[config.mk]
export PLATFORM = sky130hd
export DESIGN_NAME = irq_mask_gate
export DESIGN_NICKNAME = d
export VERILOG_FILES = /design/src/rtl/irq_gate_pkg.sv /design/src/rtl/irq_prio_pick.sv /design/src/rtl/irq_mask_reg.sv /design/src/rtl/irq_mask_gate.sv
export SDC_FILE = /design/constraint.sdc
export NUM_CORES = 1
export LEC_CHECK = 0
export BUFFER_PORTS_ARGS = -buffer_cell sky130_fd_sc_hd__buf_2
export CORE_AREA = 2 2 42 44
export CTS_BUF_LIST = sky130_fd_sc_hd__clkbuf_4 sky130_fd_sc_hd__clkbuf_8 sky130_fd_sc_hd__clkbuf_16
export CTS_CLUSTER_SIZE = 10
export DETAILED_ROUTE_END_ITERATION = 6
export DIE_AREA = 0 0 44 46
export PLACE_DENSITY_LB_ADDON = 0.3
export RECOVER_POWER = 50
export SYNTH_ARGS = -nofsm -noshare
export SYNTH_HDL_FRONTEND = slang
export SYNTH_SLANG_ARGS = --single-unit
[constraint.sdc]
create_clock -name clk -period 1.3 [get_ports clk]
set_input_delay 0.13 -clock clk [delete_from_list [all_inputs] [get_ports clk]]
set_output_delay 0.13 -clock clk [all_outputs]
set_load 0.05 [all_outputs]
[src/rtl/irq_gate_pkg.sv]
package irq_gate_pkg;

    typedef enum logic [1:0] {
        SRC_NONE     = 2'd0,
        SRC_MASKABLE = 2'd1,
        SRC_TRAP     = 2'd2,
        SRC_NMI      = 2'd3
    } src_kind_e;

    typedef struct packed {
        logic nmi_mask;
        logic irq_mask;
    } mask_bits_t;

    localparam mask_bits_t MASKS_AT_RESET = '{nmi_mask: 1'b1, irq_mask: 1'b1};

    // Flag values after the status byte of an entry has been stacked
    function automatic mask_bits_t entry_masks(input src_kind_e kind, input mask_bits_t cur);
        mask_bits_t nxt;
        nxt          = cur;
        nxt.irq_mask = 1'b1;
        if (kind == SRC_NMI) begin
            nxt.nmi_mask = 1'b1;
        end
        return nxt;
    endfunction

    // Software can only ever lower the non-maskable flag
    function automatic mask_bits_t sw_masks(input mask_bits_t wr, input mask_bits_t cur);
        mask_bits_t nxt;
        nxt.nmi_mask = cur.nmi_mask & wr.nmi_mask;
        nxt.irq_mask = wr.irq_mask;
        return nxt;
    endfunction

endpackage

[src/rtl/irq_prio_pick.sv]
module irq_prio_pick
    import irq_gate_pkg::*;
#(
    parameter int NUM_REQ = 8,
    parameter int IDX_W   = (NUM_REQ > 1) ? $clog2(NUM_REQ) : 1
) (
    input  logic               clk,
    input  logic               rst,
    input  logic [NUM_REQ-1:0] req_i,
    output logic               hit_o,
    output logic [IDX_W-1:0]   idx_o
);

    logic [NUM_REQ:0]   seen;
    logic [NUM_REQ-1:0] grant;

    assign seen[0] = 1'b0;

    generate
        for (genvar g = 0; g < NUM_REQ; g++) begin : g_chain
            assign grant[g]  = req_i[g] & ~seen[g];
            assign seen[g+1] = seen[g] | req_i[g];
        end
    endgenerate

    always_comb begin
        idx_o = '0;
        for (int k = 0; k < NUM_REQ; k++) begin
            if (grant[k]) begin
                idx_o = idx_o | IDX_W'(k);
            end
        end
    end

    assign hit_o = seen[NUM_REQ];

    // at most one maskable source is granted at a time
    assert_single_grant_R6: assert property (@(posedge clk) disable iff (rst)
        $onehot0(grant));

    // whenever any request is present, exactly one is granted
    assert_grant_when_req_R6: assert property (@(posedge clk) disable iff (rst)
        (|req_i) |-> ($countones(grant) == 1));

endmodule

[src/rtl/irq_mask_reg.sv]
module irq_mask_reg
    import irq_gate_pkg::*;
(
    input  logic       clk,
    input  logic       rst,
    input  logic       entry_set_i,
    input  src_kind_e  entry_kind_i,
    input  logic       rti_ld_i,
    input  mask_bits_t rti_val_i,
    input  logic       sw_wr_i,
    input  mask_bits_t sw_val_i,
    output mask_bits_t masks_o
);

    mask_bits_t masks_q;
    mask_bits_t masks_d;

    always_comb begin
        masks_d = masks_q;
        if (entry_set_i) begin
            masks_d = entry_masks(entry_kind_i, masks_q);
        end else if (rti_ld_i) begin
            masks_d = rti_val_i;
        end else if (sw_wr_i) begin
            masks_d = sw_masks(sw_val_i, masks_q);
        end
    end

    always_ff @(posedge clk) begin
        if (rst) begin
            masks_q <= MASKS_AT_RESET;
        end else begin
            masks_q <= masks_d;
        end
    end

    assign masks_o = masks_q;

    // the non-maskable flag rises only on a restore or a non-maskable entry
    assert_nmi_flag_rise_R2: assert property (@(posedge clk) disable iff (rst)
        $rose(masks_q.nmi_mask) |->
            $past(rti_ld_i || (entry_set_i && entry_kind_i == SRC_NMI)));

    // completing any entry leaves the maskable flag set
    assert_entry_sets_irq_R9: assert property (@(posedge clk) disable iff (rst)
        entry_set_i |=> masks_q.irq_mask);

    // a maskable or trap entry does not touch the non-maskable flag
    assert_entry_keeps_nmi_R9: assert property (@(posedge clk) disable iff (rst)
        (entry_set_i && entry_kind_i != SRC_NMI) |=> $stable(masks_q.nmi_mask));

    // a non-maskable entry sets both flags
    assert_nmi_entry_sets_R10: assert property (@(posedge clk) disable iff (rst)
        (entry_set_i && entry_kind_i == SRC_NMI) |=> (masks_q.nmi_mask && masks_q.irq_mask));

endmodule

[src/rtl/irq_mask_gate.sv]
module irq_mask_gate
    import irq_gate_pkg::*;
#(
    parameter int NUM_IRQ = 8,
    localparam int IDX_W  = (NUM_IRQ > 1) ? $clog2(NUM_IRQ) : 1
) (
    input  logic               clk,
    input  logic               rst,
    input  logic               nmi_req_i,
    input  logic               trap_req_i,
    input  logic [NUM_IRQ-1:0] irq_req_i,
    input  logic               sw_wr_i,
    input  logic               sw_nmi_mask_i,
    input  logic               sw_irq_mask_i,
    input  logic               stack_done_i,
    input  logic               rti_i,
    input  logic               rti_nmi_mask_i,
    input  logic               rti_irq_mask_i,
    output logic               nmi_mask_o,
    output logic               irq_mask_o,
    output logic               take_o,
    output logic [1:0]         src_kind_o,
    output logic [IDX_W-1:0]   src_idx_o
);

    mask_bits_t       masks;
    mask_bits_t       rti_val;
    mask_bits_t       sw_val;
    logic             busy_q;
    src_kind_e        held_kind_q;
    src_kind_e        win_kind;
    logic             irq_hit;
    logic [IDX_W-1:0] irq_idx;
    logic             entry_set;

    assign rti_val = '{nmi_mask: rti_nmi_mask_i, irq_mask: rti_irq_mask_i};
    assign sw_val  = '{nmi_mask: sw_nmi_mask_i, irq_mask: sw_irq_mask_i};

    irq_prio_pick #(
        .NUM_REQ (NUM_IRQ),
        .IDX_W   (IDX_W)
    ) u_pick (
        .clk   (clk),
        .rst   (rst),
        .req_i (irq_req_i),
        .hit_o (irq_hit),
        .idx_o (irq_idx)
    );

    assign entry_set = stack_done_i & busy_q;

    irq_mask_reg u_masks (
        .clk          (clk),
        .rst          (rst),
        .entry_set_i  (entry_set),
        .entry_kind_i (held_kind_q),
        .rti_ld_i     (rti_i),
        .rti_val_i    (rti_val),
        .sw_wr_i      (sw_wr_i),
        .sw_val_i     (sw_val),
        .masks_o      (masks)
    );

    // Fixed order: non-maskable, then trap, then the maskable vector
    always_comb begin
        win_kind = SRC_NONE;
        if (!busy_q) begin
            if (nmi_req_i && !masks.nmi_mask) begin
                win_kind = SRC_NMI;
            end else if (trap_req_i) begin
                win_kind = SRC_TRAP;
            end else if (irq_hit && !masks.irq_mask) begin
                win_kind = SRC_MASKABLE;
            end
        end
    end

    always_ff @(posedge clk) begin
        if (rst) begin
            busy_q      <= 1'b0;
            held_kind_q <= SRC_NONE;
        end else if (win_kind != SRC_NONE) begin
            busy_q      <= 1'b1;
            held_kind_q <= win_kind;
        end else if (entry_set) begin
            busy_q      <= 1'b0;
            held_kind_q <= SRC_NONE;
        end
    end

    assign take_o     = (win_kind != SRC_NONE);
    assign src_kind_o = win_kind;
    assign src_idx_o  = (win_kind == SRC_MASKABLE) ? irq_idx : '0;
    assign nmi_mask_o = masks.nmi_mask;
    assign irq_mask_o = masks.irq_mask;

    // no take in the cycle after a take
    assert_no_back_to_back_R8: assert property (@(posedge clk) disable iff (rst)
        take_o |=> !take_o);

    // the flags hold between the take and the completion
    assert_masks_hold_R8: assert property (@(posedge clk) disable iff (rst)
        (busy_q && !stack_done_i && !rti_i && !sw_wr_i) |=>
            ($stable(nmi_mask_o) && $stable(irq_mask_o)));

    // an unmasked non-maskable request always wins the take
    assert_nmi_wins_R5: assert property (@(posedge clk) disable iff (rst)
        (take_o && nmi_req_i && !nmi_mask_o) |-> (src_kind_o == SRC_NMI));

    // no maskable source is forwarded while its flag is set
    assert_masked_quiet_R6: assert property (@(posedge clk) disable iff (rst)
        irq_mask_o |-> (src_kind_o != SRC_MASKABLE));

    // the trap request is taken whenever the block is idle and nothing outranks it
    assert_trap_taken_R7: assert property (@(posedge clk) disable iff (rst)
        (trap_req_i && !busy_q) |-> take_o);

endmodule

==> results.py <==
metrics = {
    "status": {
        "status": "complete, but fails checks",
        "violations": "setup timing",
    },
    "layout": {
        "design_area_um2": 775.7,
        "n_fill_cell": 165,
        "multi_input_area_um2": 316.6,
        "regArea_um2": 105.1,
        "drive_gt1_frac": 0.6444,
        "nNetsFinal": 110,
        "syn_to_final_growth_pct": 109.5,
        "diodes": 0,
    },
    "setup_path": {
        "required_ps": 1170,
        "critPathLaunch": "u_masks.masks_o[0]",
        "slowest_stage": "or3_4",
        "critical_path_class": "register to primary output",
        "worstPathArrival_ps": 1560,
        "crit_path_start_kind": "register",
        "rr_startpoint": "u_masks.masks_o[0]",
        "slowest_delay_ps": 390,
        "ff2ff_setup_slack_ps": 110,
        "worstPathMaxFanout": 3,
        "crit_chain": "or3_4 > nor4_4 > nor3b_4 > buf_6",
        "critPathCaptureType": "primary output",
    },
    "yosys": {
        "netlist_top_cells_area": "dfxtp_1 (27%), nor2b_1 (6.8%), o21ai_4 (4.4%)",
        "yosysTopAreaCell": "dfxtp_1",
        "yosysWarnings": 0,
        "synthFlopType": "dfxtp_1",
        "synth_fp_nets": 66,
        "synth_top_area_share": 0.2703,
        "ys_seq_elements": 5,
        "synth_edf_count": 0,
        "synthCells": 47,
        "syn_area_um2": 370.4,
        "synth-async-reset-ratio": 0,
        "yosysUniqueCellTypes": 27,
        "ys_seq_area_frac": 0.2703,
        "synth.avg_cell_area_um2": 7.880,
    },
    "route": {
        "vias": 514,
        "drt_wl_total_mm": 1.178,
        "drtIter0Drc": 12,
        "drtAntennaViolNets": 0,
        "drc": 0,
        "avgViaCountPerCell": 4.804,
        "dr.pass1.iters": 4,
        "wl_per_cell_um": 11.01,
    },
    "timing": {
        "period_needed_ps": 1692,
        "layout_setup_ws_ps": -391.9,
        "timing.fmax_mhz": 591.1,
        "finalCritPeriodShare": 1.301,
        "fin_worst_skew_ps": 5.866,
        "slew_headroom": 0.7489,
        "setup_viol": 6,
        "finalHoldViolations": 0,
        "worstMarginPinSlew_ps": 373.7,
        "maxSlewViolCount": 0,
        "rsz0062_at_grt": "true",
    },
    "clock_network": {
        "cts_tree": "built",
        "cts_htree_levels": 1,
        "clk_pin_slew_ps": 50,
        "ctsHoldBuffers": 0,
        "clock-sinks": 5,
        "cts_buffers": 3,
        "cts_root_buf": "clkbuf_4",
        "cts.path.max_buffers": 2,
        "insertion_delay_ps": 240,
    },
    "floorplan": {
        "num_rows": 15,
        "core_mm2": 0.001614,
        "fp.dieArea_mm2": 0.002024,
        "initial_utilization": 0.2295,
        "die_w_um": 44,
        "ios": 27,
        "die_h_um": 46,
    },
    "pwr": {
        "p_int_uw": 438.9,
        "p_comb_frac": 0.433,
        "p_sw_uw": 225.4,
        "leakagePower_uw": 0.0003519,
        "p_per_area_mw_per_mm2": 856.2,
        "ir_drop_uv": 743.8,
        "power_frac_seq": 0.267,
        "power_frac_clock": 0.299,
        "swShare": 0.3393,
    },
    "place": {
        "place_area_um2": 641.9,
        "port-buffer-count": 26,
        "dpl.hpwl_um": 884.6,
        "place_congestion": 0.7686,
        "pre_cts_ws_ps": -251.6,
    },
    "global_route": {
        "grt_pass1_vias": 429,
        "antenna_found_initial": 0,
        "grt_max_degree": 7,
        "grtUsageTotal": 0.1169,
        "grt_pass1_wl_mm": 1.718,
        "overflow": 0,
    },
    "job": {
        "maxCapViolations": 0,
    },
    "hold_path": {
        "hp-start": "rst",
        "min_path_type": "input pin to register",
    },
}
routing by layer:
layer / GRT usage / wire (µm)
met1: 0.1182 / 447
met2: 0.2294 / 607
met3: 0.05556 / 123
met4: 0 / 0
met5: 0 / 0
logic make-up (layout without fill, tap and decap cells):
| family | Yosys count | after routing | synth area share |
|---|---|---|---|
| AOI/OAI and AO/OA | 14 | 14 | 0.2872 |
| buffers and inverters | 3 | 46 | 0.03040 |
| DFF | 5 | 5 | 0.2703 |
| muxes | 1 | 1 | 0.02703 |
| and+or+nand+nor | 24 | 24 | 0.3851 |
path summary, 6_finish.rpt:
kind                    end  cells after the start
max            src_idx_o[1]                      4
min          held_kind_q[0]                      2
max reg2reg  held_kind_q[1]                      7
min reg2reg  held_kind_q[1]                      2
through the flow:
stage	util	hold slack, ps	setup TNS, ps	total power (µW)	cells
floorplan	-	192.4	-874.7	316.0	47
global placement	0.3977	361.7	-1366	419.9	102
detailed placement	0.3977	354.7	-1356	420.8	102
CTS	0.4721	107.4	-1418	662.1	106
global route	0.4806	123.9	-1841	699.6	107
finish	0.4806	104.6	-1465	664.2	107
state kept, by name (all words and copies together) (netlist names):
| signal | flops |
|---|---|
| busy_q | 1 |
| held_kind_q | 2 |
| u_masks.masks_o | 2 |
power groups by stage:
stage | clock network (µW) | registers [µW] | logic (µW)
final | 199 | 178 | 288
after global routing | 214 | 178 | 308
after CTS | 202 | 177 | 283
after detailed placement | 0 | 179 | 242
after global placement | 0 | 179 | 241
after floorplan | 0 | 202 | 114
worst max-delay path, delay by kind of cell (launching register included):
family	cells	cell delay (ps)
simple gates	3	810
flops	1	330
buf+inv	1	180
final cells by class:
class,count,share of cell area
sequential,5,0.1355
clock buffer,4,0.03871
timing repair buffer,39,0.3758
inverter,3,0.01452
multi-input combinational,39,0.4081
tap,17,0.02742
what timing repair did:
item,in CTS,in global routing
buffers inserted,0,1
endpoints found under the setup margin,6,6
pin swaps,2,3
endpoints found under the hold margin,0,0
resized for setup,23,1
synthesized netlist by cell type, types with 2 or more instances:
master    instances
nand2_1           4
nor2b_1           4
dfxtp_1           5
nand3_1           2
o21a_1            2
nand2b_1          2
nor3_1            3
a21oi_1           3
inv_1             3
nor2_1            2
placed cells by master, fill, tap and decap left out, types with 2 or more instances in the layout:
cell / count
a21oi_1: 3
buf_2: 15
buf_4: 13
buf_6: 7
buf_8: 2
clkbuf_2: 2
clkbuf_4: 4
dfxtp_1: 3
inv_1: 3
nand2_1: 3
nand2b_1: 2
nand3_1: 2
nor2b_1: 3
nor3_1: 3
o21a_1: 2
or4_4: 2
No activity file was read; power rests on OpenSTA's default activity.
